File: src/rtl/fp_status_update.sv
module fp_status_update #(
  parameter int CLS_W = 3
) (
  input  logic             clk,
  input  logic             rst_n,
  input  logic             upd_valid,
  input  logic             res_sign,
  input  logic [CLS_W-1:0] res_class,
  input  logic [7:0]       exc_in,
  input  logic             no_wb,
  input  logic [7:0]       trap_en,
  output logic [31:0]      status,
  output logic             trap,
  output logic             result_we
);

  localparam logic [CLS_W-1:0] C_ZERO = CLS_W'(1);
  localparam logic [CLS_W-1:0] C_INF  = CLS_W'(2);
  localparam logic [CLS_W-1:0] C_QNAN = CLS_W'(3);
  localparam logic [CLS_W-1:0] C_SNAN = CLS_W'(4);

  localparam int E_BSUN = 7, E_SNAN = 6, E_OPERR = 5, E_OVFL = 4;
  localparam int E_UNFL = 3, E_DZ = 2, E_INEX2 = 1, E_INEX1 = 0;

  logic       is_snan;
  logic [3:0] cc_new;
  logic [7:0] exc_new;
  logic [4:0] acc_new;

  assign is_snan = (res_class == C_SNAN);

  assign cc_new = {res_sign,
                   res_class == C_ZERO,
                   res_class == C_INF,
                   (res_class == C_QNAN) || is_snan};

  assign exc_new = exc_in | (8'(is_snan) << E_SNAN);

  assign acc_new = {exc_new[E_BSUN] | exc_new[E_SNAN] | exc_new[E_OPERR],
                    exc_new[E_OVFL],
                    exc_new[E_UNFL] & exc_new[E_INEX2],
                    exc_new[E_DZ],
                    exc_new[E_INEX1] | exc_new[E_INEX2] | exc_new[E_OVFL]};

  always_ff @(posedge clk) begin
    if (!rst_n) begin
      status    <= '0;
      trap      <= 1'b0;
      result_we <= 1'b0;
    end else begin
      trap      <= upd_valid && |(exc_new & trap_en);
      result_we <= upd_valid && !no_wb;
      if (upd_valid)
        status <= {status[31:28], cc_new, status[23:16], exc_new,
                   status[7:3] | acc_new, status[2:0]};
    end
  end

  AST_RESET_CLEAR: assert property (@(posedge clk)
    !rst_n |=> (status == 32'd0 && !trap && !result_we));

  AST_ACCR_STICKY: assert property (@(posedge clk) disable iff (!rst_n)
    1'b1 |=> ((status[7:3] & $past(status[7:3])) == $past(status[7:3])));

  AST_CLASS_EXCL: assert property (@(posedge clk) disable iff (!rst_n)
    $onehot0(status[26:24]));

  AST_IDLE_HOLD: assert property (@(posedge clk) disable iff (!rst_n)
    !upd_valid |=> ($stable(status) && !trap && !result_we));

  AST_TRAP_SRC: assert property (@(posedge clk) disable iff (!rst_n)
    trap |-> $past(upd_valid));

  AST_UNFL_PAIR: assert property (@(posedge clk) disable iff (!rst_n)
    (upd_valid && exc_in[E_UNFL] && exc_in[E_INEX2]) |=> status[5]);

  AST_NO_WB: assert property (@(posedge clk) disable iff (!rst_n)
    (upd_valid && no_wb) |=> !result_we);

endmodule

File: config.mk
export PLATFORM = sky130hd
export DESIGN_NAME = fp_status_update
export DESIGN_NICKNAME = d
export VERILOG_FILES = /design/src/rtl/fp_status_update.sv
export SDC_FILE = /design/constraint.sdc
export NUM_CORES = 1
export LEC_CHECK = 0
export BUFFER_PORTS_ARGS = -buffer_cell sky130_fd_sc_hd__buf_4
export CORE_MARGIN = 3
export CORE_UTILIZATION = 23
export CTS_CLUSTER_SIZE = 8
export DETAILED_ROUTE_END_ITERATION = 7
export PLACE_DENSITY_LB_ADDON = 0.3
export SLEW_MARGIN = 25
export SYNTH_ARGS = -nofsm -noshare
export SYNTH_HDL_FRONTEND = slang
export SYNTH_SLANG_ARGS = --single-unit
File: constraint.sdc
create_clock -name clk -period 1 [get_ports clk]
set_clock_uncertainty 0.1 [all_clocks]
set_input_delay 0.05 -clock clk [delete_from_list [all_inputs] [get_ports clk]]
set_output_delay 0.05 -clock clk [all_outputs]
set_load 0.1 [all_outputs]
After elaboration in Yosys (flattened, before gate mapping)
Cells that the tools add are included.
- register bits after elaboration: 19
- input port bits: 24
- output and inout port bits: 34
- logic and storage cells: 20
- eq/ne operators: 4
- bitwise gates (word level): 8
- reductions and logical operators: 5
- operator list (operator ; count):
    $and A8 B8 Y8 ; 1
    $or A8 B7 Y8 ; 1
    $reduce_or A8 Y1 ; 1
    $eq A3 B2 Y1 const B ; 2
    $or A5 B5 Y5 ; 1
    $or A1 B1 Y1 ; 4
    $eq A3 B1 Y1 const B ; 1
    $eq A3 B3 Y1 const B ; 1
    $logic_and A1 B1 Y1 ; 2
    $and A1 B1 Y1 ; 1
    $logic_not A1 Y1 ; 1
    $logic_or A1 B1 Y1 ; 1

Logic depth before layout (Yosys ltp)
Gate-level depths: netlist of the first run.
- depth in word-level cells: 5
- depth in mapped cells: 4
- mapped depth without buffers: 3

Worst setup path after synthesis of the first run
Ideal clock, no wire load.
- path type: reg2reg
- start: register status[26] (netlist name)
- end: register status[26]
- setup time: 59 ps
- arrival time: 1273 ps
- required time: 841 ps
- path slack: -432 ps
- stages on the path, launching flop included: 4
- path buffers: 0
- period minus slack after synthesis: 1432 ps
- path through: dfxtp_1 inv_1 o32ai_1 and2_1
- RTL lines (element ; RTL line ; source):
    end signal, assigned ; 54 ; status <= {status[31:28], cc_new, status[23:16], exc_new,
    end, declared ; 12 ; output logic [31:0] status,

Worst setup path after layout of the first run
- start: register status[13]
- end: output port status[13]
No word-level cell between the ends.

==> results of run 1 <==
[layout make-up]
class / count / share of cell area
multi-input cells: 63 / 0.2725
flip-flops and latches: 19 / 0.2865
well taps: 46 / 0.03799
inverters: 2 / 0.004955
clock buffers: 4 / 0.02973
repair buffers: 57 / 0.3683
[layer usage]
| metal | share of wire | track usage | up-vias | routed length, um |
|---|---|---|---|---|
| met5 | 0 | 0 | - | 0 |
| met4 | 0.0075 | 0.04467 | 0 | 17 |
| met3 | 0.11 | 0.02956 | 2 | 249 |
| met2 | 0.45 | 0.1721 | 46 | 1021 |
| met1 | 0.43 | 0.1252 | 327 | 974 |
| li1 | - | - | 381 | - |
[cell families after synthesis]
family,after synthesis
AOI/OAI and AO/OA,18
buffers and inverters,20
DFF,19
muxes,8
other,1
and+or+nand+nor,22
[synthesized netlist by cell type]
master | instances | share of area
a21oi_1 | 4 | 0.023
a222oi_1 | 1 | 0.011
a22oi_1 | 2 | 0.017
a31oi_1 | 1 | 0.0071
and2_1 | 1 | 0.0071
and3_1 | 1 | 0.0071
and3b_1 | 1 | 0.0099
buf_2 | 2 | 0.011
buf_4 | 15 | 0.13
buf_6 | 1 | 0.013
conb_1 | 1 | 0.0043
dfxtp_1 | 19 | 0.43
inv_1 | 2 | 0.0085
mux2i_1 | 8 | 0.091
nand2_1 | 2 | 0.0085
nand2_2 | 2 | 0.014
nor2_1 | 1 | 0.0043
nor2b_1 | 13 | 0.092
nor3b_2 | 1 | 0.014
o21a_1 | 3 | 0.026
o21ai_0 | 2 | 0.011
o21ai_1 | 1 | 0.0057
o21bai_4 | 1 | 0.021
o22ai_2 | 1 | 0.014
o31a_1 | 1 | 0.0099
o32ai_1 | 1 | 0.0099
[power by group]
part / internal, W / switching, W
Combinational: 0.000257 / 0.000695
Clock: 0.000283 / 0.000235
Sequential: 0.000796 / 0.0000357
[registers in the layout, summed over array words and instances (netlist names)]
register,count
result_we,1
status,17
trap,1
[through the flow]
step           power [W]  setup WS [ns]
6_report        0.002300        0.03442
5_1_grt         0.002431      0.0005114
2_1_floorplan   0.001567        -0.1246
3_3_place_gp    0.001699        0.01394
4_1_cts         0.002323        0.01409
3_5_place_dp    0.001705        0.01852
[repair_timing]
| item | in CTS | in global routing |
|---|---|---|
| endpoints found under the hold margin | 16 | 0 |
| cloned | 0 | 0 |
| resized for setup | 19 | 7 |
| endpoints found under the setup margin | 19 | 7 |
| hold buffers | 13 | 0 |
[how the worst max path moves through the flow]
stage / end / cells past startpoint / start
3_5_place_dp: trap$_SDFF_PN0_ / 4 / trap_en[0]
6_report: status[13] / 1 / status[13]$_SDFFE_PN0P_
2_1_floorplan: status[26]$_SDFFE_PN0P_ / 3 / status[26]$_SDFFE_PN0P_
3_3_place_gp: trap$_SDFF_PN0_ / 4 / trap_en[0]
4_1_cts: status[15] / 1 / status[15]$_SDFFE_PN0P_
5_1_grt: status[24] / 1 / status[24]$_SDFFE_PN0P_
[layout by cell type, fill, tap and decap left out, types with 2 or more instances in the layout]
cell type / n
buf_6: 12
a22oi_1: 2
mux2i_1: 8
dlygate4sd3_1: 13
conb_1: 15
dfxtp_4: 12
nor2b_1: 13
dfxtp_2: 7
o21ai_0: 2
o21a_1: 3
clkbuf_8: 3
nand2_2: 2
a21oi_1: 4
inv_1: 2
buf_4: 25
nand2_1: 2
buf_8: 7
==> out/results.tsv, run 1 <==
stage	metric	value	unit
synthesis	Synth Area in Compound Gates	0.1560	
synthesis	Mapped Cells	88	
cells_and_area	share of layout cells above drive strength 1	0.4897	
setup_path	Reg2Reg Depth	2	
setup_path	Crit path arrival time	0.82	ns
placed_design	HPWL Detailed	1684	um
sta	final hold slack	0.01156	ns
route	Via density	3.958	
setup_path	crit-path max FO	2	
clock_tree	clock-pin slew on the worst setup and hold paths	0.07	ns
cells_and_area	Storage cell area	434.2	sq um
floorplanning	Die Y-Extent	67.93	um
route	WL final	2261	um
sta	max-slew violations	0	
route	WL per Instance	11.84	um
synthesis	largest family of logic cells by synthesized area	buffers and inverters	
synthesis	simple-gate share of the synthesized area	0.1574	
clock_tree	clock sinks	19	
setup_path	Slowest Stage Delay on Critical Path	0.35	ns
setup_path	Worst path slowest cell	dfxtp_4	
setup_path	Critical Path Source Type	flip-flop	
synthesis	Yosys Warn Count	0	
floorplanning	Die W	67.93	um
cells_and_area	fin area	1515	sq um
power_and_ir_drop	leak pwr	0.6819	nW
placed_design	Post-Place Cells	174	
clock_tree	clk_lat worst skew	0.25	ns
route	DRT antenna net count	0	
route	Pre-antenna DRT Iters	4	
setup_path	FF-to-FF End	status[25]$_SDFFE_PN0P_	
floorplanning	die area	4614	sq um
grt	initial antenna violation count	0	
setup_path	worst r2r src	status[25]$_SDFFE_PN0P_	
cells_and_area	area grow syn2layout	71.77	%
sta	Period minus WS final	0.9656	ns
clock_tree	root buffer cell	clkbuf_8	
placed_design	IO Port Bufs	42	
cells_and_area	Multi-input gate area	412.9	sq um
setup_path	Setup CP Type	reg2out	
synthesis	register bit total from synthesis	19	
cells_and_area	fillcell total	354	
grt	gr ovfl total	0	
floorplanning	Core Region	3521	sq um
power_and_ir_drop	maximum vdd ir drop	0.7404	mV
synthesis	Netlist cell types	26	
floorplanning	floorplan row count	21	
cells_and_area	Nets	170	
grt	largest net degree at the start of global routing	22	
cells_and_area	fin cells	191	
setup_path	crit path capture type	output pin	
clock_tree	H-tree depth	1	
placed_design	Area after DPL	1242	sq um
synthesis	syn_area_per_cell	10.02	sq um
clock_tree	CTS Buf Count	3	
worst_hold_path	WHS Path Cells	3	
setup_path	Largest delay share family, worst path	flip-flops	
route	Vias	756	
worst_hold_path	worst hold path type	in2reg	
clock_tree	Post-CTS Setup Bufs	0	
route	1st-iter DRT viols	20	
cells_and_area	ANT cells	0	
synthesis	multiplexer share of the synthesized area	0.09078	
sta	RSZ-0062 raised after global routing	false	
placed_design	Final GP Congestion	0.7143	
setup_path	worst path required time	0.85	ns
setup_path	worst path bufs/invs	1	
cells_and_area	Final Util	0.4303	
setup_path	FF-to-FF setup slack	0.15	ns
job	max_cap viols	0	
sta	final worst-path cycle share	0.9656	
worst_hold_path	WHS Endpoint	status[5]$_SDFFE_PN0P_	
synthesis	adder-cell share of the synthesized area	0	
synthesis	Seq/Total Area, Yosys	0.4312	
setup_path	worst path cell trace	buf_6	
power_and_ir_drop	PD cells	1518	nW/um^2
grt	vias in the first global route	771	
grt	first-pass GRT wire length	3546	um
worst_hold_path	beginning of the worst hold path	exc_in[1]	
run_status	outcome	completed	
sta	Final setup viols	0	
synthesis	Cell Area, Synth	882.1	sq um
sta	setup TNS	0	ns
clock_tree	clock buffer depth	2	
floorplanning	I/O pin count	58	
floorplanning	Starting Density	0.2505	
clock_tree	CTS tree	built	
sta	Final Hold Viols	0	
sta	maximum operating frequency	1.036	GHz
route	DRC Markers	0	
grt	GRT Total Usage	0.1042	
synthesis	Post-Synth XOR/XNOR Area	0	
Power figures use the tool's default switching activity.
==> run 2, diff against run 1 <==
--- a/config.mk
+++ b/config.mk
@@ -5,9 +5,10 @@
 export SDC_FILE = /design/constraint.sdc
 export NUM_CORES = 1
 export LEC_CHECK = 0
+export ABC_AREA = 1
 export BUFFER_PORTS_ARGS = -buffer_cell sky130_fd_sc_hd__buf_4
 export CORE_MARGIN = 3
-export CORE_UTILIZATION = 23
+export CORE_UTILIZATION = 25
 export CTS_CLUSTER_SIZE = 8
 export DETAILED_ROUTE_END_ITERATION = 7
 export PLACE_DENSITY_LB_ADDON = 0.3
==> run 2 against run 1 <==
Effect of this change:
- the run now ends with negative hold slack left
- critical endpoint is now status[8]
- final area increased by 6.4%
- worst hold slack got worse by 0.027 ns
- sequential power increased by 4.2%
- combinational power increased by 10%
- global-route usage increased by 1.6 points
- largest power group unchanged
- synthesized area decreased by 4.8%
==> out/results.tsv, run 2 <==
stage	metric	value	unit	change
run_status	outcome	finished with violations		
run_status	failing checks	negative hold slack		
grt	gr ovfl total	0		unchanged
synthesis	Netlist cell types	19		-27%
clock_tree	CTS tree	built		
synthesis	Mapped Cells	109		+24%
sta	final hold slack	-0.01574	ns	-0.02730 ns
sta	Period minus WS final	0.9867	ns	+0.02113 ns
power_and_ir_drop	Clk network pwr share	0.162		-0.063
clock_tree	root buffer cell	clkbuf_4		
clock_tree	cts hold-fix bufs	17		+4
setup_path	Critical Path Source Type	flip-flop		
grt	largest net degree at the start of global routing	13		-41%
cells_and_area	Storage cell area	409.1	sq um	-5.8%
route	Vias	824		+9.0%
clock_tree	clock buffer depth	2		unchanged
floorplanning	Core Region	3128	sq um	-11%
placed_design	Final GP Congestion	0.6911		-3.2%
power_and_ir_drop	leak pwr	0.7689	nW	+13%
grt	initial antenna violation count	0		unchanged
route	WL final	2303	um	+1.9%
setup_path	Worst path slowest cell	dfxtp_2		
floorplanning	I/O pin count	58		unchanged
sta	Final Hold Viols	9		+9
grt	GRT Total Usage	0.1203		+0.01612
synthesis	Synth area leaders	dfxtp_1 (45%), nand2_1 (18%), buf_4 (13%), inv_1 (3.6%), nand3_1 (2.4%)		
setup_path	worst path cell trace	buf_12		
cells_and_area	commonest non-fill, non-tap cells in the layout	nand2_1 (29), buf_4 (19), buf_12 (18)		
synthesis	leading cell types by count after synthesis	nand2_1 (40), dfxtp_1 (19), buf_4 (15)		
cells_and_area	Multi-input gate area	390.4	sq um	-5.5%
cells_and_area	max reg flops	17		unchanged
cells_and_area	most common cell after layout, fill and taps aside	nand2_1		
sta	RSZ-0062 raised after global routing	true		
sta	final worst-path cycle share	0.9867		+0.02113
cells_and_area	biggest regs	status (17), result_we (1), trap (1)		
power_and_ir_drop	Cell Int Power	0.001289	W	-3.4%
route	met2 WL	1146	um	+12%
synthesis	Seq/Total Area, Yosys	0.4531		+0.02185
route	Routed met3 length	215	um	-14%
synthesis	top-count cell post-synth	nand2_1		
grt	first-pass GRT wire length	3905	um	+10%
route	1st-iter DRT viols	24		+20%
route	DRT met1 WL	917	um	-5.9%
cells_and_area	Largest Register	status		
setup_path	crit-path max FO	2		unchanged
power_and_ir_drop	maximum vdd ir drop	0.6070	mV	-18%
floorplanning	die area	4090	sq um	-11%
cells_and_area	share of layout cells above drive strength 1	0.5060		+0.01637
setup_path	Crit path arrival time	0.84	ns	+0.02 ns
route	highest metal used	met4		
synthesis	largest area contributor in the netlist	dfxtp_1		
synthesis	Primary FF master, synth	dfxtp_1		
power_and_ir_drop	Gate power share	0.460		+0.046
setup_path	Setup CP Type	reg2out		
route	Pre-antenna DRT Iters	3		-1
clock_tree	clock-pin slew on the worst setup and hold paths	0.10	ns	+0.03 ns
clock_tree	H-tree depth	1		unchanged
sta	Final setup viols	0		unchanged
floorplanning	floorplan row count	20		-4.8%
route	DRC Markers	0		unchanged
cells_and_area	fin area	1612	sq um	+6.4%
floorplanning	Starting Density	0.2684		+0.01787
route	Via density	3.924		-0.87%
cells_and_area	fillcell total	287		-19%
cells_and_area	Nets	191		+12%
sta	maximum operating frequency	1.013	GHz	-2.1%
worst_hold_path	worst hold path type	in2reg		
setup_path	worst path required time	0.85	ns	about the same
route	WL per Instance	10.97	um	-7.4%
setup_path	worst path bufs/invs	1		unchanged
floorplanning	Die Y-Extent	63.95	um	-5.9%
route	DRT antenna net count	0		unchanged
synthesis	share of the synthesized area in the top cell type	0.4531		+0.02185
placed_design	IO Port Bufs	42		unchanged
clock_tree	CTS Buf Count	3		unchanged
power_and_ir_drop	Reg power frac	0.379		+0.017
setup_path	crit path capture type	output pin		
job	max_cap viols	0		unchanged
power_and_ir_drop	NetSw	0.0009990	W	+3.5%
synthesis	Post-synth EDFFs	0		unchanged
clock_tree	clock sinks	19		unchanged
clock_tree	clk_lat worst skew	0.28	ns	+0.03 ns
placed_design	HPWL Detailed	1720	um	+2.1%
cells_and_area	area grow syn2layout	91.95	%	
floorplanning	Die W	63.95	um	-5.9%
cells_and_area	ANT cells	0		unchanged
synthesis	Yosys Warn Count	0		unchanged
grt	vias in the first global route	864		+12%
synthesis	Cell Area, Synth	839.6	sq um	-4.8%
sta	max-slew violations	0		unchanged
placed_design	Area after DPL	1162	sq um	-6.4%
power_and_ir_drop	PD cells	1420	nW/um^2	-6.5%
synthesis	ys async rst share	0		unchanged
setup_path	Largest delay share family, worst path	flip-flops		
power_and_ir_drop	Switching Share	0.4365		+0.01704
setup_path	Slowest Stage Delay on Critical Path	0.37	ns	+0.02 ns
synthesis	syn_area_per_cell	7.702	sq um	-23%
synthesis	register bit total from synthesis	19		unchanged
## run 2: logic make-up (layout without fill, tap and decap cells)
kind of cell,count (synthesis),after routing,share of synthesized area
and+or+nand+nor,51,51,0.2593
buffers and inverters,26,69,0.1952
DFF,19,19,0.4530
AOI/OAI and AO/OA,12,12,0.08794
other,1,15,0.004467
## run 2: timing repair
| action | CTS | global route |
|---|---|---|
| pin swaps | 0 | 5 |
| setup buffers | 0 | 2 |
| endpoints found under the hold margin | 19 | 3 |
| setup endpoints to repair | 19 | 24 |
| gates resized for setup | 48 | 30 |
## run 2: final cells by class
cell class | instances | area share
clock buffers | 4 | 0.01630
inverters | 10 | 0.02484
multi-input cells | 78 | 0.2422
flip-flops and latches | 19 | 0.2539
well taps | 44 | 0.03416
repair buffers | 55 | 0.4286
## run 2: power groups by stage
stage / logic (W) / clock network [W] / registers (W)
floorplan: 0.000379 / 0 / 0.00122
global placement: 0.000869 / 0 / 0.000858
detailed placement: 0.000871 / 0 / 0.000858
CTS: 0.00102 / 0.000385 / 0.000865
global route: 0.00109 / 0.000421 / 0.000874
finish: 0.00105 / 0.000370 / 0.000867
## run 2: per-stage QoR
stage | util | setup TNS [ns] | total power, W | std cells | setup slack [ns]
2_1_floorplan | - | -0.05454 | 0.001594 | 123 | -0.05454
5_1_grt | 0.5152 | -0.2153 | 0.002386 | 210 | -0.02385
3_3_place_gp | 0.3716 | 0 | 0.001727 | 193 | 0.1546
4_1_cts | 0.4968 | 0 | 0.002274 | 214 | 0.0002333
6_report | 0.5152 | 0 | 0.002288 | 210 | 0.01329
3_5_place_dp | 0.3716 | 0 | 0.001729 | 193 | 0.1223
## run 2: worst paths after layout
| path | start | endpoint | slack, ns | cells after the start |
|---|---|---|---|---|
| max | status[8]$_SDFFE_PN0P_ | status[8] | 0.01 | 1 |
| min reg2reg | status[9]$_SDFFE_PN0P_ | status[9]$_SDFFE_PN0P_ | 0.37 | 2 |
| max reg2reg | status[25]$_SDFFE_PN0P_ | status[25]$_SDFFE_PN0P_ | 0.19 | 3 |
| min | upd_valid | status[12]$_SDFFE_PN0P_ | -0.02 | 4 |
## run 2: layer usage
layer / track usage / up-vias
met5: 0 / -
met4: 0.04043 / 0
met3: 0.02988 / 4
met2: 0.2090 / 39
met1: 0.1429 / 361
li1: - / 420
==> run 3, diff against run 2 <==
--- a/config.mk
+++ b/config.mk
@@ -12,6 +12,7 @@
 export CTS_CLUSTER_SIZE = 8
 export DETAILED_ROUTE_END_ITERATION = 7
 export PLACE_DENSITY_LB_ADDON = 0.3
+export RECOVER_POWER = 50
 export SLEW_MARGIN = 25
 export SYNTH_ARGS = -nofsm -noshare
 export SYNTH_HDL_FRONTEND = slang
==> run 3 against run 2 <==
Effect of this change:
- the run still ends with negative hold slack left
- sequential share of layout area up 0.12 points
- register-to-register slack is essentially flat
- sequential power about the same
- core utilization fell by 0.24 points
- die area did not move
- first-iteration DRC count is 8.3% higher
- clock power hardly changed
- via count decreased by 0.12%
- worst hold slack lost 0.013 ns
- critical endpoint unchanged
- largest power group unchanged
==> out/results.tsv, run 3 (synthesis results as in run 2) <==
stage	metric	value	unit	change
worst_hold_path	WHS Endpoint	status[12]$_SDFFE_PN0P_		
sta	RSZ-0062 raised after global routing	true		
route	WL final	2300	um	-0.13%
route	Vias	823		-0.12%
grt	vias in the first global route	864		unchanged
setup_path	worst path required time	0.85	ns	about the same
clock_tree	root buffer cell	clkbuf_4		
setup_path	worst r2r src	status[25]$_SDFFE_PN0P_		
cells_and_area	most common cell after layout, fill and taps aside	nand2_1		
setup_path	FF-to-FF setup slack	0.19	ns	about the same
grt	initial antenna violation count	0		unchanged
clock_tree	CTS tree	built		
power_and_ir_drop	maximum vdd ir drop	0.6069	mV	about the same
power_and_ir_drop	leak pwr	0.7635	nW	-0.71%
sta	Period minus WS final	0.9865	ns	-0.0001982 ns
setup_path	Worst path slowest cell	dfxtp_2		
power_and_ir_drop	NetSw	0.0009966	W	-0.25%
grt	GRT Total Usage	0.1203		unchanged
sta	final worst-path cycle share	0.9865		about the same
route	Pre-antenna DRT Iters	3		unchanged
clock_tree	clk_lat worst skew	0.28	ns	about the same
cells_and_area	Final Util	0.5128		-0.002400
clock_tree	clock buffer depth	2		unchanged
power_and_ir_drop	Reg power frac	0.379		about the same
floorplanning	Core Region	3128	sq um	unchanged
grt	first-pass GRT wire length	3905	um	unchanged
cells_and_area	fin cells	210		unchanged
cells_and_area	ANT cells	0		unchanged
grt	largest net degree at the start of global routing	13		unchanged
floorplanning	Die W	63.95	um	unchanged
worst_hold_path	beginning of the worst hold path	upd_valid		
run_status	outcome	finished with violations		
placed_design	Post-Place Cells	193		unchanged
floorplanning	Die Y-Extent	63.95	um	unchanged
clock_tree	cts hold-fix bufs	17		unchanged
setup_path	Crit path arrival time	0.84	ns	about the same
setup_path	Setup CP Type	reg2out		
power_and_ir_drop	Clk network pwr share	0.162		about the same
sta	Final Hold Viols	9		unchanged
sta	max-slew violations	0		unchanged
setup_path	Critical Path Source Type	flip-flop		
worst_hold_path	WHS Path Cells	4		unchanged
power_and_ir_drop	PD cells	1424	nW/um^2	+0.29%
worst_hold_path	worst hold path type	in2reg		
job	max_cap viols	0		unchanged
placed_design	IO Port Bufs	42		unchanged
setup_path	worst path bufs/invs	1		unchanged
setup_path	crit path capture type	output pin		
sta	setup TNS	0	ns	unchanged
floorplanning	I/O pin count	58		unchanged
sta	final hold slack	-0.02846	ns	-0.01271 ns
sta	Final setup viols	0		unchanged
floorplanning	die area	4090	sq um	unchanged
clock_tree	H-tree depth	1		unchanged
cells_and_area	Largest Register	status		
placed_design	pre-CTS WS	0.1223	ns	unchanged
setup_path	worst path cell trace	buf_12		
cells_and_area	share of layout cells above drive strength 1	0.5000		-0.006024
route	1st-iter DRT viols	26		+8.3%
setup_path	FF-to-FF End	status[25]$_SDFFE_PN0P_		
power_and_ir_drop	Switching Share	0.4362		about the same
power_and_ir_drop	Cell Int Power	0.001288	W	-0.12%
setup_path	Slowest Stage Delay on Critical Path	0.37	ns	about the same
floorplanning	floorplan row count	20		unchanged
grt	gr ovfl total	0		unchanged
clock_tree	CTS Buf Count	3		unchanged
route	WL per Instance	10.95	um	-0.13%
clock_tree	clock-pin slew on the worst setup and hold paths	0.10	ns	about the same
placed_design	HPWL Detailed	1720	um	unchanged
cells_and_area	commonest non-fill, non-tap cells in the layout	nand2_1 (30), buf_4 (18), buf_12 (18)		
route	DRC Markers	0		unchanged
route	Via density	3.919		-0.12%
setup_path	crit-path max FO	2		unchanged
route	DRT antenna net count	0		unchanged
cells_and_area	max reg flops	17		unchanged
cells_and_area	biggest regs	status (17), result_we (1), trap (1)		
cells_and_area	area grow syn2layout	91.06	%	
power_and_ir_drop	Gate power share	0.459		about the same
setup_path	Reg2Reg Depth	3		unchanged
placed_design	Final GP Congestion	0.6911		unchanged
floorplanning	Starting Density	0.2684		unchanged
run_status	failing checks	negative hold slack		
clock_tree	clock sinks	19		unchanged
setup_path	Largest delay share family, worst path	flip-flops		
cells_and_area	Nets	191		unchanged
sta	final worst slack	0.01348	ns	+0.0001982 ns
sta	maximum operating frequency	1.014	GHz	about the same
==> run 3: changes by cell type in the layout (fill, tap and decap cells not counted) <==
| cell | delta |
|---|---|
| nand2_1 | +1 |
| buf_4 | -1 |
| nand2_4 | -1 |
| o21ai_0 | +1 |
| o21ai_1 | -1 |
| clkbuf_4 | +1 |
==> run 3: worst min-delay path, delay by kind of cell <==
family                 cells  cell delay, ns
and+or+nand+nor            3            0.17
buffers and inverters      1            0.11
==> run 3: cell type report <==
type | instances | area, sq um
clock buffer | 4 | 26.28
fill | 289 | 1524
inverter | 10 | 40.04
multi-input combinational | 78 | 382.9
sequential | 19 | 409.1
tap | 44 | 55.05
timing repair buffer | 55 | 690.7
==> run 3: worst max-delay path by stage <==
| stage | start | endpoint | slack (ns) | cells after the start |
|---|---|---|---|---|
| floorplan | status[7]$_SDFFE_PN0P_ | status[7]$_SDFFE_PN0P_ | -0.05 | 3 |
| global placement | rst_n | status[25]$_SDFFE_PN0P_ | 0.15 | 5 |
| detailed placement | rst_n | status[25]$_SDFFE_PN0P_ | 0.12 | 5 |
| CTS | status[4]$_SDFFE_PN0P_ | status[4] | 0.0002 | 1 |
| global route | status[8]$_SDFFE_PN0P_ | status[8] | -0.02 | 1 |
| finish | status[8]$_SDFFE_PN0P_ | status[8] | 0.01 | 1 |
==> run 3: repair_timing <==
item | in CTS | in global routing
setup endpoints to repair | 19 | 24
hold endpoints to repair | 19 | 3
setup buffers | 0 | 2
resized for setup | 48 | 30
pin swaps | 0 | 5
==> run 3: per-stage QoR <==
step / hold slack (ns) / power [W] / cell area [sq um]
after global placement: 0.1052 / 0.001727 / 1162
after CTS: -0.01655 / 0.002274 / 1554
after global routing: -0.02487 / 0.002382 / 1604
after floorplan: 0.01497 / 0.001594 / 915.9
final: -0.02846 / 0.002284 / 1604
after detailed placement: 0.1030 / 0.001729 / 1162
==> run 3: routing by layer <==
metal,global-route usage,vias up,part of all wire,wire [um]
met2,0.2090,39,0.50,1146
met5,0,-,0,0
li1,-,420,-,-
met1,0.1429,360,0.40,914
met3,0.02988,4,0.093,215
met4,0.04043,0,0.010,23
==> run 3: power by group through the flow <==
stage | logic, W | clock network, W | registers [W]
floorplan | 0.000379 | 0 | 0.00122
global placement | 0.000869 | 0 | 0.000858
detailed placement | 0.000871 | 0 | 0.000858
CTS | 0.00102 | 0.000385 | 0.000865
global route | 0.00109 | 0.000421 | 0.000874
finish | 0.00105 | 0.000370 | 0.000867
